File: src/rtl/cyc_irq_pkg.sv
package cyc_irq_pkg;
  localparam int IDX_W = 4;

  localparam logic [IDX_W-1:0] SLOT_CLEAR   = 4'hD;
  localparam logic [IDX_W-1:0] SLOT_LOAD_LO = 4'hE;
  localparam logic [IDX_W-1:0] SLOT_LOAD_HI = 4'hF;

  typedef struct packed {
    logic clear;
    logic load_lo;
    logic load_hi;
  } wr_ctl_t;
endpackage

File: src/rtl/cyc_irq_decode.sv
module cyc_irq_decode
  import cyc_irq_pkg::*;
(
  input  logic             wr_en,
  input  logic [IDX_W-1:0] wr_idx,
  output wr_ctl_t          ctl
);
  always_comb begin
    ctl.clear   = wr_en && (wr_idx == SLOT_CLEAR);
    ctl.load_lo = wr_en && (wr_idx == SLOT_LOAD_LO);
    ctl.load_hi = wr_en && (wr_idx == SLOT_LOAD_HI);
  end
endmodule

File: src/rtl/cyc_irq_counter.sv
module cyc_irq_counter
  import cyc_irq_pkg::*;
#(
  parameter int CNT_W  = 16,
  parameter int BYTE_W = 8
) (
  input  logic              clk,
  input  logic              rst,
  input  logic              cyc_end,
  input  wr_ctl_t           ctl,
  input  logic [BYTE_W-1:0] wr_data,
  output logic [CNT_W-1:0]  cnt_q,
  output logic              sat_d
);
  localparam int NB = CNT_W / BYTE_W;

  logic [CNT_W-1:0] inc_v;
  logic [CNT_W-1:0] cnt_d;
  logic             sat_q;
  logic             any_wr;
  logic             step;

  assign sat_q  = &cnt_q;
  assign inc_v  = cnt_q + {{(CNT_W-1){1'b0}}, 1'b1};
  assign any_wr = ctl.clear | ctl.load_lo | ctl.load_hi;
  assign step   = cyc_end & ~sat_q & ~any_wr;

  for (genvar l = 0; l < NB; l++) begin : g_lane
    localparam bit IS_LO = (l == 0);
    localparam bit IS_HI = (l == NB - 1);
    logic lane_ld;

    assign lane_ld = (IS_LO && ctl.load_lo) || (IS_HI && ctl.load_hi);

    always_comb begin
      if (ctl.clear)
        cnt_d[l*BYTE_W +: BYTE_W] = '0;
      else if (lane_ld)
        cnt_d[l*BYTE_W +: BYTE_W] = wr_data;
      else if (step)
        cnt_d[l*BYTE_W +: BYTE_W] = inc_v[l*BYTE_W +: BYTE_W];
      else
        cnt_d[l*BYTE_W +: BYTE_W] = cnt_q[l*BYTE_W +: BYTE_W];
    end
  end

  assign sat_d = &cnt_d;

  always_ff @(posedge clk) begin
    if (rst) cnt_q <= '0;
    else     cnt_q <= cnt_d;
  end
endmodule

File: src/rtl/cyc_irq_arm.sv
module cyc_irq_arm
  import cyc_irq_pkg::*;
(
  input  logic    clk,
  input  logic    rst,
  input  wr_ctl_t ctl,
  input  logic    sat_d,
  output logic    arm_q,
  output logic    irq_n_q
);
  logic arm_d;

  always_comb begin
    if (ctl.clear)        arm_d = 1'b0;
    else if (ctl.load_hi) arm_d = 1'b1;
    else                  arm_d = arm_q;
  end

  always_ff @(posedge clk) begin
    if (rst) begin
      arm_q   <= 1'b0;
      irq_n_q <= 1'b1;
    end else begin
      arm_q   <= arm_d;
      irq_n_q <= ~(arm_d & sat_d);
    end
  end
endmodule

File: src/rtl/cyc_irq_timer.sv
module cyc_irq_timer
  import cyc_irq_pkg::*;
#(
  parameter int CNT_W  = 16,
  parameter int BYTE_W = 8
) (
  input  logic              clk,
  input  logic              rst,
  input  logic              cyc_end,
  input  logic              wr_en,
  input  logic [IDX_W-1:0]  wr_idx,
  input  logic [BYTE_W-1:0] wr_data,
  output logic              irq_n
);
  wr_ctl_t          ctl;
  logic [CNT_W-1:0] cnt_q;
  logic             sat_d;
  logic             arm_q;

  cyc_irq_decode u_dec (
    .wr_en  (wr_en),
    .wr_idx (wr_idx),
    .ctl    (ctl)
  );

  cyc_irq_counter #(.CNT_W(CNT_W), .BYTE_W(BYTE_W)) u_cnt (
    .clk     (clk),
    .rst     (rst),
    .cyc_end (cyc_end),
    .ctl     (ctl),
    .wr_data (wr_data),
    .cnt_q   (cnt_q),
    .sat_d   (sat_d)
  );

  cyc_irq_arm u_arm (
    .clk     (clk),
    .rst     (rst),
    .ctl     (ctl),
    .sat_d   (sat_d),
    .arm_q   (arm_q),
    .irq_n_q (irq_n)
  );
endmodule

File: config.mk
export PLATFORM = sky130hd
export DESIGN_NAME = cyc_irq_timer
export DESIGN_NICKNAME = d
export VERILOG_FILES = /design/src/rtl/cyc_irq_pkg.sv /design/src/rtl/cyc_irq_decode.sv /design/src/rtl/cyc_irq_counter.sv /design/src/rtl/cyc_irq_arm.sv /design/src/rtl/cyc_irq_timer.sv
export SDC_FILE = /design/constraint.sdc
export NUM_CORES = 1
export LEC_CHECK = 0
export BUFFER_PORTS_ARGS = -buffer_cell sky130_fd_sc_hd__buf_2
export CELL_PAD_IN_SITES_DETAIL_PLACEMENT = 1
export CELL_PAD_IN_SITES_GLOBAL_PLACEMENT = 2
export CORE_MARGIN = 8
export CORE_UTILIZATION = 32
export CTS_CLUSTER_DIAMETER = 60
export DETAILED_ROUTE_END_ITERATION = 7
export PLACE_DENSITY_LB_ADDON = 0.1
export SLEW_MARGIN = 30
export SYNTH_ARGS = -nofsm -noshare
export SYNTH_HDL_FRONTEND = slang
export SYNTH_SLANG_ARGS = --single-unit
File: constraint.sdc
create_clock -name clk -period 3.25 [get_ports clk]
set_input_delay 0.65 -clock clk [delete_from_list [all_inputs] [get_ports clk]]
set_output_delay 0.65 -clock clk [all_outputs]
set_load 0.02 [all_outputs]
==> results of run 1 <==
-- layout make-up --
cell class	instances	area [um^2]
flip-flops and latches	18	360
clock buffers	4	55.1
well taps	48	60.1
inverters	5	18.8
multi-input cells	122	786
fillers	477	2210
repair buffers	24	140
-- sequential cells by signal, indices dropped and copies added (netlist names) --
| register | flops |
|---|---|
| u_arm.irq_n_q | 1 |
| u_cnt.cnt_q | 16 |
| u_arm.arm_q | 1 |
-- power groups by stage --
stage	sequential (mW)	clock, mW	combinational [mW]
2_1_floorplan	0.238	0	0.0321
3_3_place_gp	0.240	0	0.0575
3_5_place_dp	0.240	0	0.0597
4_1_cts	0.235	0.197	0.0601
5_1_grt	0.236	0.212	0.0654
6_report	0.235	0.191	0.0602
-- layout by cell type, fill, tap and decap left out, drive strengths merged, types with 3 or more instances in the layout --
master,instances
inv,5
buf,24
nand4,6
dfxtp,18
a21oi,13
o21ai,3
nor2,15
nor2b,3
clkbuf,4
and3,5
nand3,9
nand2,13
a2111oi,5
a211oi,10
nor3b,3
xnor2,7
-- worst min-delay path: cells and delay by family (launching register included) --
family / cells / cell delay [ns]
flip-flops: 1 / 0.30
AND/OR/NAND/NOR: 1 / 0.09
AO/OA/AOI/OAI: 1 / 0.08
-- routing by layer --
layer | vias to the layer above | global-route usage | wire [um]
li1 | 612 | - | -
met1 | 595 | 0.163 | 1920
met2 | 20 | 0.247 | 2000
met4 | 0 | 0.0302 | 42
met3 | 4 | 0.0373 | 120
met5 | - | 0 | 0
-- path summary, 6_finish.rpt --
path,start,to,depth (start not counted)
worst max-delay path,wr_idx[0],u_arm.irq_n_q$_SDFF_PP1_,8
worst min-delay path,u_arm.arm_q$_SDFF_PP0_,u_arm.arm_q$_SDFF_PP0_,2
worst max register to register,u_cnt.cnt_q[0]$_SDFF_PP0_,u_arm.irq_n_q$_SDFF_PP1_,8
worst min register to register,u_arm.arm_q$_SDFF_PP0_,u_arm.arm_q$_SDFF_PP0_,2
-- Yosys cell counts, types with 2 or more instances --
cell,number
xor2_1,2
xnor2_1,7
and2_1,2
mux2i_1,2
a2111oi_2,4
nor2b_1,3
a211oi_1,9
and3_1,4
o2111ai_1,2
nand2_1,13
o21ai_0,3
nor3b_1,3
dfxtp_1,18
nand4_1,6
nand3_1,9
nor3_1,2
nor2_1,15
or3_1,2
clkbuf_1,4
and4_1,2
a31oi_1,2
nand4b_1,2
inv_1,5
a21oi_1,13
-- cell families after synthesis --
kind of cell,Yosys count,share of synthesized area
xor+xnor,9,0.0662
compound gates,39,0.243
simple gates,71,0.324
mux,2,0.0168
fa+ha+maj,1,0.0105
buf+inv,10,0.0378
flops,18,0.303
-- per-stage QoR --
step,hold WS (ns),worst slack [ns],power (mW)
detailed placement,0.502,0.138,0.300
CTS,0.513,0.420,0.492
global route,0.558,0.140,0.513
finish,0.514,0.433,0.486
global placement,0.498,0.194,0.297
floorplan,0.445,0.596,0.270
==> metrics.md, run 1 <==
| Metric | Value |
|---|---|
| Post-DRT Antenna Nets | `0` |
| Fin. max-slew vios | `0` |
| HP Class | `reg -> reg` |
| Chip Width | `77.0 um` |
| GRT Util Overall | `0.140` |
| Yosys top cell area share | `0.303` |
| CP required | `3.39 ns` |
| Leakage | `0.519 nW` |
| Final worst-path cycle share | `0.867` |
| Largest net degree at the start of global routing | `17` |
| Slew @ Worst Pin | `0.472 ns` |
| Setup crit start kind | `input pin` |
| Switching share of power | `0.259` |
| Final net count | `191` |
| Fin. Hold Viols | `0` |
| CTS tree | `yes` |
| Post-CTS Setup Bufs | `0` |
| Worst Setup End Kind | `flip-flop` |
| CTS H-tree depth | `1` |
| DRC viols | `0` |
| Via count | `1,231` |
| Global-route wire length before repair | `6670 um` |
| CTS Sinks | `18` |
| Clk pwr share | `0.392` |
| RSZ-0062 raised after global routing | `no` |
| Slowest CP cell | `or4_1` |
| Layout cell share with drive strength beyond 1 | `0.208` |
| Total Die Area | `5930 um^2` |
| Worst Skew | `0.00542 ns` |
| IO Pins | `17` |
| Die H | `77.0 um` |
| Largest area contributor in the netlist | `dfxtp_1` |
| Pwr dens | `343 nW/um^2` |
| CP arrival | `2.95 ns` |
| Vias in the first global route | `1,355` |
| Drt wl/cell | `18.5 um` |
| Average size of a mapped cell | `7.94 um^2` |
| Final setup fails | `0` |
| Sequential fraction of the synthesis area | `0.303` |
| Post_cts resized | `0` |
| Port-buffer cells | `16` |
| Sequential share of power | `0.484` |
| Crit-path cells | `buf_2 > o2111ai_1 > nor3b_1 > nand4_1 > xnor2_1 > nor4_1 > o2111ai_1 > or4_1` |
| DR vias/cell | `5.57` |
| Final core utilization | `0.391` |
| Placement Cell Area | `1370 um^2` |
| Setup TNS | `0 ns` |
| Clock latency on the worst-skew pair | `0.26 ns` |
| CTS Buf Count | `3` |
| Number of synthesized flops with an enable pin | `0` |
| Reg clk slew, reported paths | `0.08 ns` |
| Top cells by area, synth | `dfxtp_1 (30%), a211oi_1 (5.7%), a21oi_1 (5.5%)` |
| Internal cell power | `360 uW` |
| Max-slew headroom | `0.677` |
| Design area | `1420 um^2` |
| Antenna cells | `0` |
| Grt total ovfl | `0` |
| Setup Crit Path Kind | `in -> reg` |
| R2R Setup Slk | `0.53 ns` |
| Yosys warnings | `0` |
| Crit path largest cell delay | `0.52 ns` |
| Clk root buf | `clkbuf_8` |
| Yosys cell types | `40` |
| Syn-to-layout area delta | `19.2%` |
| #FFs+latches synth | `18` |
| CP Buf/Inv Count | `1` |
| Post-DP HPWL | `3380 um` |
| Most common flop cell mapped by yosys | `dfxtp_1` |
| Comb pwr share | `0.124` |
| Core area | `3630 um^2` |
| Initial antenna violation count | `0` |
| Net load switching power | `126 uW` |
| WL final | `4080 um` |
| CP dominant cell by count | `o2111ai_1` |
| Syn Inst Count | `150` |
| Top cell family by delay on the critical path | `simple AND/OR/NAND/NOR gates` |
| Async set-or-reset flop fraction in the synthesized netlist | `0` |
| Initial core utilization | `0.328` |
| Max Fclk | `0.355 GHz` |
| CP Max Fanout | `4` |
| Inst Count DP | `217` |
| Max clock buf depth | `2` |
| # rows | `22` |
| Outcome | `finished clean` |
| Post-Syn Area | `1190 um^2` |
| Final Wtd Congestion | `0.825` |
| Peak supply drop | `0.171 mV` |
| # hold bufs at CTS | `0` |
| Syn_nets | `167` |
| Pre-antenna DRT Iters | `6` |
| Final Non-Filler Cells | `221` |
| Max Cap Violations | `0` |
| Tmin final | `2.82 ns` |
| Initial drt markers | `48` |
Note: power is estimated with default switching activity, not from simulation.
==> inputs of run 2 (changes only) <==
BUFFER_PORTS_ARGS = unset   (was -buffer_cell sky130_fd_sc_hd__buf_2)
CAP_MARGIN = 20   (was unset)
CORE_UTILIZATION = 35   (was 32)
DONT_BUFFER_PORTS = 1   (was unset)
==> run 2 against run 1 <==
  * Clock skew rose by 0.0036 ns
  * Critical path type is now reg -> reg
  * Die area fell by 6.8%
  * Combinational power fell by 38%
  * Cell count fell by 10%
  * Critical endpoint unchanged
==> metrics.md, run 2 (synthesized netlist as in run 1, its figures left out) <==
| Metric | Value |
|---|---|
| Syn-to-layout area delta | `7.04%` |
| Layout cell share with drive strength beyond 1 | `0.0987` |
| Setup crit start kind | `flip-flop` |
| Met1 Use GR | `0.202` |
| Fin. Hold Viols | `0` |
| Final Non-Filler Cells | `198` |
| Worst hold slack | `0.410 ns` |
| DRC viols | `0` |
| Inst Count DP | `195` |
| Max-slew headroom | `0.671` |
| Setup TNS | `0 ns` |
| Grt total ovfl | `0` |
| RSZ-0062 raised after global routing | `no` |
| Post-DRT Antenna Nets | `0` |
| Pwr dens | `305 nW/um^2` |
| RR Startpoint | `u_cnt.cnt_q[4]$_SDFF_PP0_` |
| Worst Skew | `0.00898 ns` |
| Via count | `1,166` |
| Drt wl/cell | `19.2 um` |
| GRT Util Overall | `0.150` |
| Top cell family by delay on the critical path | `simple AND/OR/NAND/NOR gates` |
| Final worst-path cycle share | `0.849` |
| Met3 Usage GRT | `0.0350` |
| IO Pins | `17` |
| Clock latency on the worst-skew pair | `0.30 ns` |
| CTS H-tree depth | `1` |
| FF-to-FF End | `u_arm.irq_n_q$_SDFF_PP1_` |
| CP arrival | `2.95 ns` |
| Slowest CP cell | `or4_4` |
| Most frequent cells in the layout | `dfxtp_1 (18), nor2_1 (15), nand2_1 (13), a21oi_1 (13)` |
| Final Wtd Congestion | `0.827` |
| Leakage | `0.422 nW` |
| Final net count | `171` |
| Biggest regs | `u_cnt.cnt_q x16, u_arm.arm_q x1, u_arm.irq_n_q x1` |
| Largest register FFs | `16` |
| Outcome | `finished clean` |
| Initial core utilization | `0.360` |
| Post-CTS Setup Bufs | `0` |
| Biggest register | `u_cnt.cnt_q` |
| Initial antenna violation count | `0` |
| Port-buffer cells | `0` |
| CTS Buf Count | `3` |
| Crit-path cells | `and3_2 > and4_1 > a2111oi_2 > or4_4 > a211oi_2 > o2111ai_1 > or4_1` |
| CP required | `3.44 ns` |
| Met2 Usage GRT | `0.235` |
| Global-route wire length before repair | `6420 um` |
| Worst reg2reg path depth | `7` |
| Worst Setup End Kind | `flip-flop` |
| Final setup fails | `0` |
| Chip Width | `74.3 um` |
| CP Buf/Inv Count | `0` |
| Max Fclk | `0.362 GHz` |
| Max Cap Violations | `0` |
| # rows | `21` |
| Max clock buf depth | `2` |
| Slew @ Worst Pin | `0.481 ns` |
| Largest net degree at the start of global routing | `17` |
| CTS tree | `yes` |
| WHS Path Cells | `1` |
| CTS Sinks | `18` |
| Peak supply drop | `0.134 mV` |
| DR vias/cell | `5.89` |
| HP Class | `in -> reg` |
| Total Die Area | `5530 um^2` |
| Placement Cell Area | `1250 um^2` |
| # hold bufs at CTS | `0` |
| Post-DP HPWL | `3050 um` |
| CP Max Fanout | `8` |
| Design area | `1270 um^2` |
| Antenna cells | `0` |
| Vias in the first global route | `1,207` |
| Worst Min Path Start | `rst` |
| Initial drt markers | `43` |
| Setup Crit Path Kind | `reg -> reg` |
| Pre-antenna DRT Iters | `4` |
| Min-Delay Endpoint | `u_cnt.cnt_q[2]$_SDFF_PP0_` |
| WL final | `3800 um` |
| Clk root buf | `clkbuf_4` |
| Reg clk slew, reported paths | `0.11 ns` |
| Tmin final | `2.76 ns` |
| Most common cell after layout, fill and taps aside | `dfxtp_1` |
| R2R Setup Slk | `0.49 ns` |
| Fin. max-slew vios | `0` |
| Grt peak-use layer | `met2` |
| Core area | `3310 um^2` |
| Die H | `74.3 um` |
| Post_cts resized | `0` |
| Crit path largest cell delay | `0.54 ns` |
-- run 2: cell count changes in the layout (fill, tap and decap cells not counted), sizes merged --
cell    delta
clkbuf     -1
buf       -20
-- run 2: how the worst max path moves through the flow --
stage	from	endpoint	slack [ns]	cells past startpoint
after floorplan	wr_idx[0]	u_arm.irq_n_q$_SDFF_PP1_	0.60	7
after global placement	wr_idx[0]	u_arm.irq_n_q$_SDFF_PP1_	0.36	7
after detailed placement	wr_idx[0]	u_arm.irq_n_q$_SDFF_PP1_	0.22	7
after CTS	u_cnt.cnt_q[4]$_SDFF_PP0_	u_arm.irq_n_q$_SDFF_PP1_	0.48	7
after global routing	u_cnt.cnt_q[4]$_SDFF_PP0_	u_arm.irq_n_q$_SDFF_PP1_	0.33	7
final	u_cnt.cnt_q[4]$_SDFF_PP0_	u_arm.irq_n_q$_SDFF_PP1_	0.49	7
-- run 2: routing by layer --
layer  up-vias  wire length, um  share of wire
met1       562             1810           0.48
met4         0               27         0.0071
met2        29             1740           0.46
met3         4              228          0.060
li1        571                -              -
met5         -                0              0
-- run 2: area by class of cell --
| type | count | area [um^2] |
|---|---|---|
| multi-input combinational | 122 | 786 |
| sequential | 18 | 360 |
| inverter | 5 | 18.8 |
| tap | 46 | 57.6 |
| timing repair buffer | 4 | 30.0 |
| clock buffer | 3 | 22.5 |
| fill | 431 | 2040 |
-- run 2: through the flow --
step | total power [mW] | worst slack [ns] | utilization
2_1_floorplan | 0.270 | 0.596 | -
6_report | 0.389 | 0.491 | 0.385
4_1_cts | 0.393 | 0.480 | 0.385
3_3_place_gp | 0.276 | 0.362 | 0.378
5_1_grt | 0.410 | 0.327 | 0.385
3_5_place_dp | 0.277 | 0.217 | 0.378
-- run 2: report_power, final --
part	leakage [nW]	internal (mW)	switching, mW
sequential	0.146	0.228	0.00714
combinational	0.262	0.0168	0.0207
clock	0.0138	0.0432	0.0728
total	0.422	0.288	0.101
==> inputs of run 3 (changes only) <==
clock period = 2.8 ns   (was 3.25 ns; I/O delays follow)
==> run 3 against run 2 <==
  * Utilization grew 1.5 points
  * Total power grew 17%
  * Critical path depth grew 1
  * Clock skew grew 0.0069 ns
  * Clock-buffer cell count is the same
  * Cell count grew 2.5%
  * Wire length grew 0.97%
  * Combinational power grew 21%
  * Critical path type unchanged
  * Critical endpoint unchanged
==> metrics.md, run 3 (synthesized netlist as in run 1, its figures left out) <==
| Metric | Value |
|---|---|
| Outcome | `finished clean` |
| DRC viols | `0` |
| Internal cell power | `335 uW` |
| CP Max Fanout | `4` |
| WL final | `3840 um` |
| Chip Width | `74.3 um` |
| Layout cell share with drive strength beyond 1 | `0.134` |
| Grt total ovfl | `0` |
| Initial core utilization | `0.360` |
| Tmin final | `2.63 ns` |
| Most frequent cells in the layout | `dfxtp_1 (18), nor2_1 (15), nand2_1 (13), a21oi_1 (13)` |
| DR vias/cell | `5.87` |
| CP required | `3.00 ns` |
| Clock latency on the worst-skew pair | `0.31 ns` |
| Via count | `1,191` |
| HP Class | `in -> reg` |
| Setup crit start kind | `flip-flop` |
| Filler Cells Inserted | `423` |
| RR Startpoint | `u_cnt.cnt_q[0]$_SDFF_PP0_` |
| Most common cell after layout, fill and taps aside | `dfxtp_1` |
| Net load switching power | `118 uW` |
| Inst Count DP | `200` |
| Antenna cells | `0` |
| Biggest regs | `u_cnt.cnt_q x16, u_arm.arm_q x1, u_arm.irq_n_q x1` |
| Final setup fails | `0` |
| CP arrival | `2.83 ns` |
| Pwr dens | `343 nW/um^2` |
| Post-DRT Antenna Nets | `0` |
| Sequential share of power | `0.600` |
| Global-route wire length before repair | `6340 um` |
| Comb pwr share | `0.100` |
| Fin. max-slew vios | `0` |
| Largest net degree at the start of global routing | `17` |
| Setup TNS | `0 ns` |
| CTS tree | `yes` |
| R2R Setup Slk | `0.17 ns` |
| Drt wl/cell | `18.9 um` |
| Largest register FFs | `16` |
| Worst Min Path Start | `rst` |
| GRT Util Overall | `0.151` |
| Worst reg2reg path depth | `8` |
| Multi-input gate area | `797 um^2` |
| Top cell family by delay on the critical path | `simple AND/OR/NAND/NOR gates` |
| CTS H-tree depth | `1` |
| Register area | `360 um^2` |
| Slew @ Worst Pin | `0.475 ns` |
| Slowest CP cell | `or4_1` |
| Max clock buf depth | `2` |
| CP Buf/Inv Count | `0` |
| Syn-to-layout area delta | `11.1%` |
| Max-slew headroom | `0.675` |
| Max Fclk | `0.380 GHz` |
| Fin. Hold Viols | `0` |
| Leakage | `0.451 nW` |
| Core area | `3310 um^2` |
| Clk root buf | `clkbuf_4` |
| Biggest register | `u_cnt.cnt_q` |
| Clk pwr share | `0.300` |
| IO Pins | `17` |
| Crit path largest cell delay | `0.53 ns` |
| Crit-path cells | `ha_1 > nand3_1 > nor3b_4 > nand4_1 > xnor2_1 > nor4_1 > o2111ai_1 > or4_1` |
| RSZ-0062 raised after global routing | `no` |
| Min-Delay Endpoint | `u_cnt.cnt_q[7]$_SDFF_PP0_` |
| Pre-antenna DRT Iters | `4` |
| CTS Buf Count | `3` |
| Final worst-path cycle share | `0.941` |
| Setup Crit Path Kind | `reg -> reg` |
| WHS Path Cells | `1` |
| Initial drt markers | `57` |
| Vias in the first global route | `1,253` |
| Die H | `74.3 um` |
| FF-to-FF End | `u_arm.irq_n_q$_SDFF_PP1_` |
| Final Wtd Congestion | `0.938` |
| Peak supply drop | `0.203 mV` |
| # hold bufs at CTS | `0` |
| Worst Setup End Kind | `flip-flop` |
| Port-buffer cells | `0` |
| Post-DP HPWL | `3120 um` |
| Initial antenna violation count | `0` |
| Reg clk slew, reported paths | `0.12 ns` |
| Final net count | `176` |
| Total Die Area | `5530 um^2` |
| CTS Sinks | `18` |
| Final core utilization | `0.400` |
| Worst Skew | `0.0159 ns` |
| Max Cap Violations | `0` |
| Final Non-Filler Cells | `203` |
| Switching share of power | `0.260` |
| # rows | `21` |
-- run 3: how the worst max path moves through the flow --
| stage | start | endpoint | slack (ns) | cells past startpoint |
|---|---|---|---|---|
| finish | u_cnt.cnt_q[0]$_SDFF_PP0_ | u_arm.irq_n_q$_SDFF_PP1_ | 0.17 | 8 |
| global route | u_cnt.cnt_q[0]$_SDFF_PP0_ | u_arm.irq_n_q$_SDFF_PP1_ | 0.009 | 8 |
| CTS | u_cnt.cnt_q[6]$_SDFF_PP0_ | u_arm.irq_n_q$_SDFF_PP1_ | 0.16 | 7 |
| detailed placement | wr_idx[0] | u_arm.irq_n_q$_SDFF_PP1_ | -0.22 | 7 |
| global placement | wr_idx[0] | u_arm.irq_n_q$_SDFF_PP1_ | -0.16 | 7 |
| floorplan | wr_idx[0] | u_arm.irq_n_q$_SDFF_PP1_ | 0.24 | 7 |
-- run 3: repair_timing --
action / 4_1_cts / 5_1_grt
setup buffers: 0 / 0
pin swaps: 0 / 0
setup endpoints to repair: 1 / 1
resized for setup: 1 / 1
-- run 3: routing by layer --
layer  vias to the layer above  part of all wire  track usage
met4                         0             0.018       0.0500
met5                         -                 0            0
li1                        579                 -            -
met2                        24              0.46        0.236
met1                       582              0.48        0.198
met3                         6             0.047       0.0337
-- run 3: layout make-up --
cell class | count | share of cell area
inverter | 5 | 0.0142
timing repair buffer | 9 | 0.0510
multi-input combinational | 122 | 0.602
tap | 46 | 0.0435
clock buffer | 3 | 0.0170
sequential | 18 | 0.272
-- run 3: power groups by stage --
stage	clock network, mW	logic (mW)	registers, mW
2_1_floorplan	0	0.0372	0.276
3_3_place_gp	0	0.0440	0.277
3_5_place_dp	0	0.0447	0.278
4_1_cts	0.141	0.0453	0.272
5_1_grt	0.155	0.0509	0.274
6_report	0.136	0.0454	0.272
-- run 3: per-stage QoR --
stage	hold slack (ns)	power, mW	setup slack (ns)	area [um^2]
finish	0.305	0.454	0.166	1320
global route	0.288	0.480	0.00905	1320
CTS	0.302	0.458	0.160	1320
detailed placement	0.467	0.323	-0.220	1290
global placement	0.461	0.321	-0.155	1290
floorplan	0.445	0.313	0.236	1190
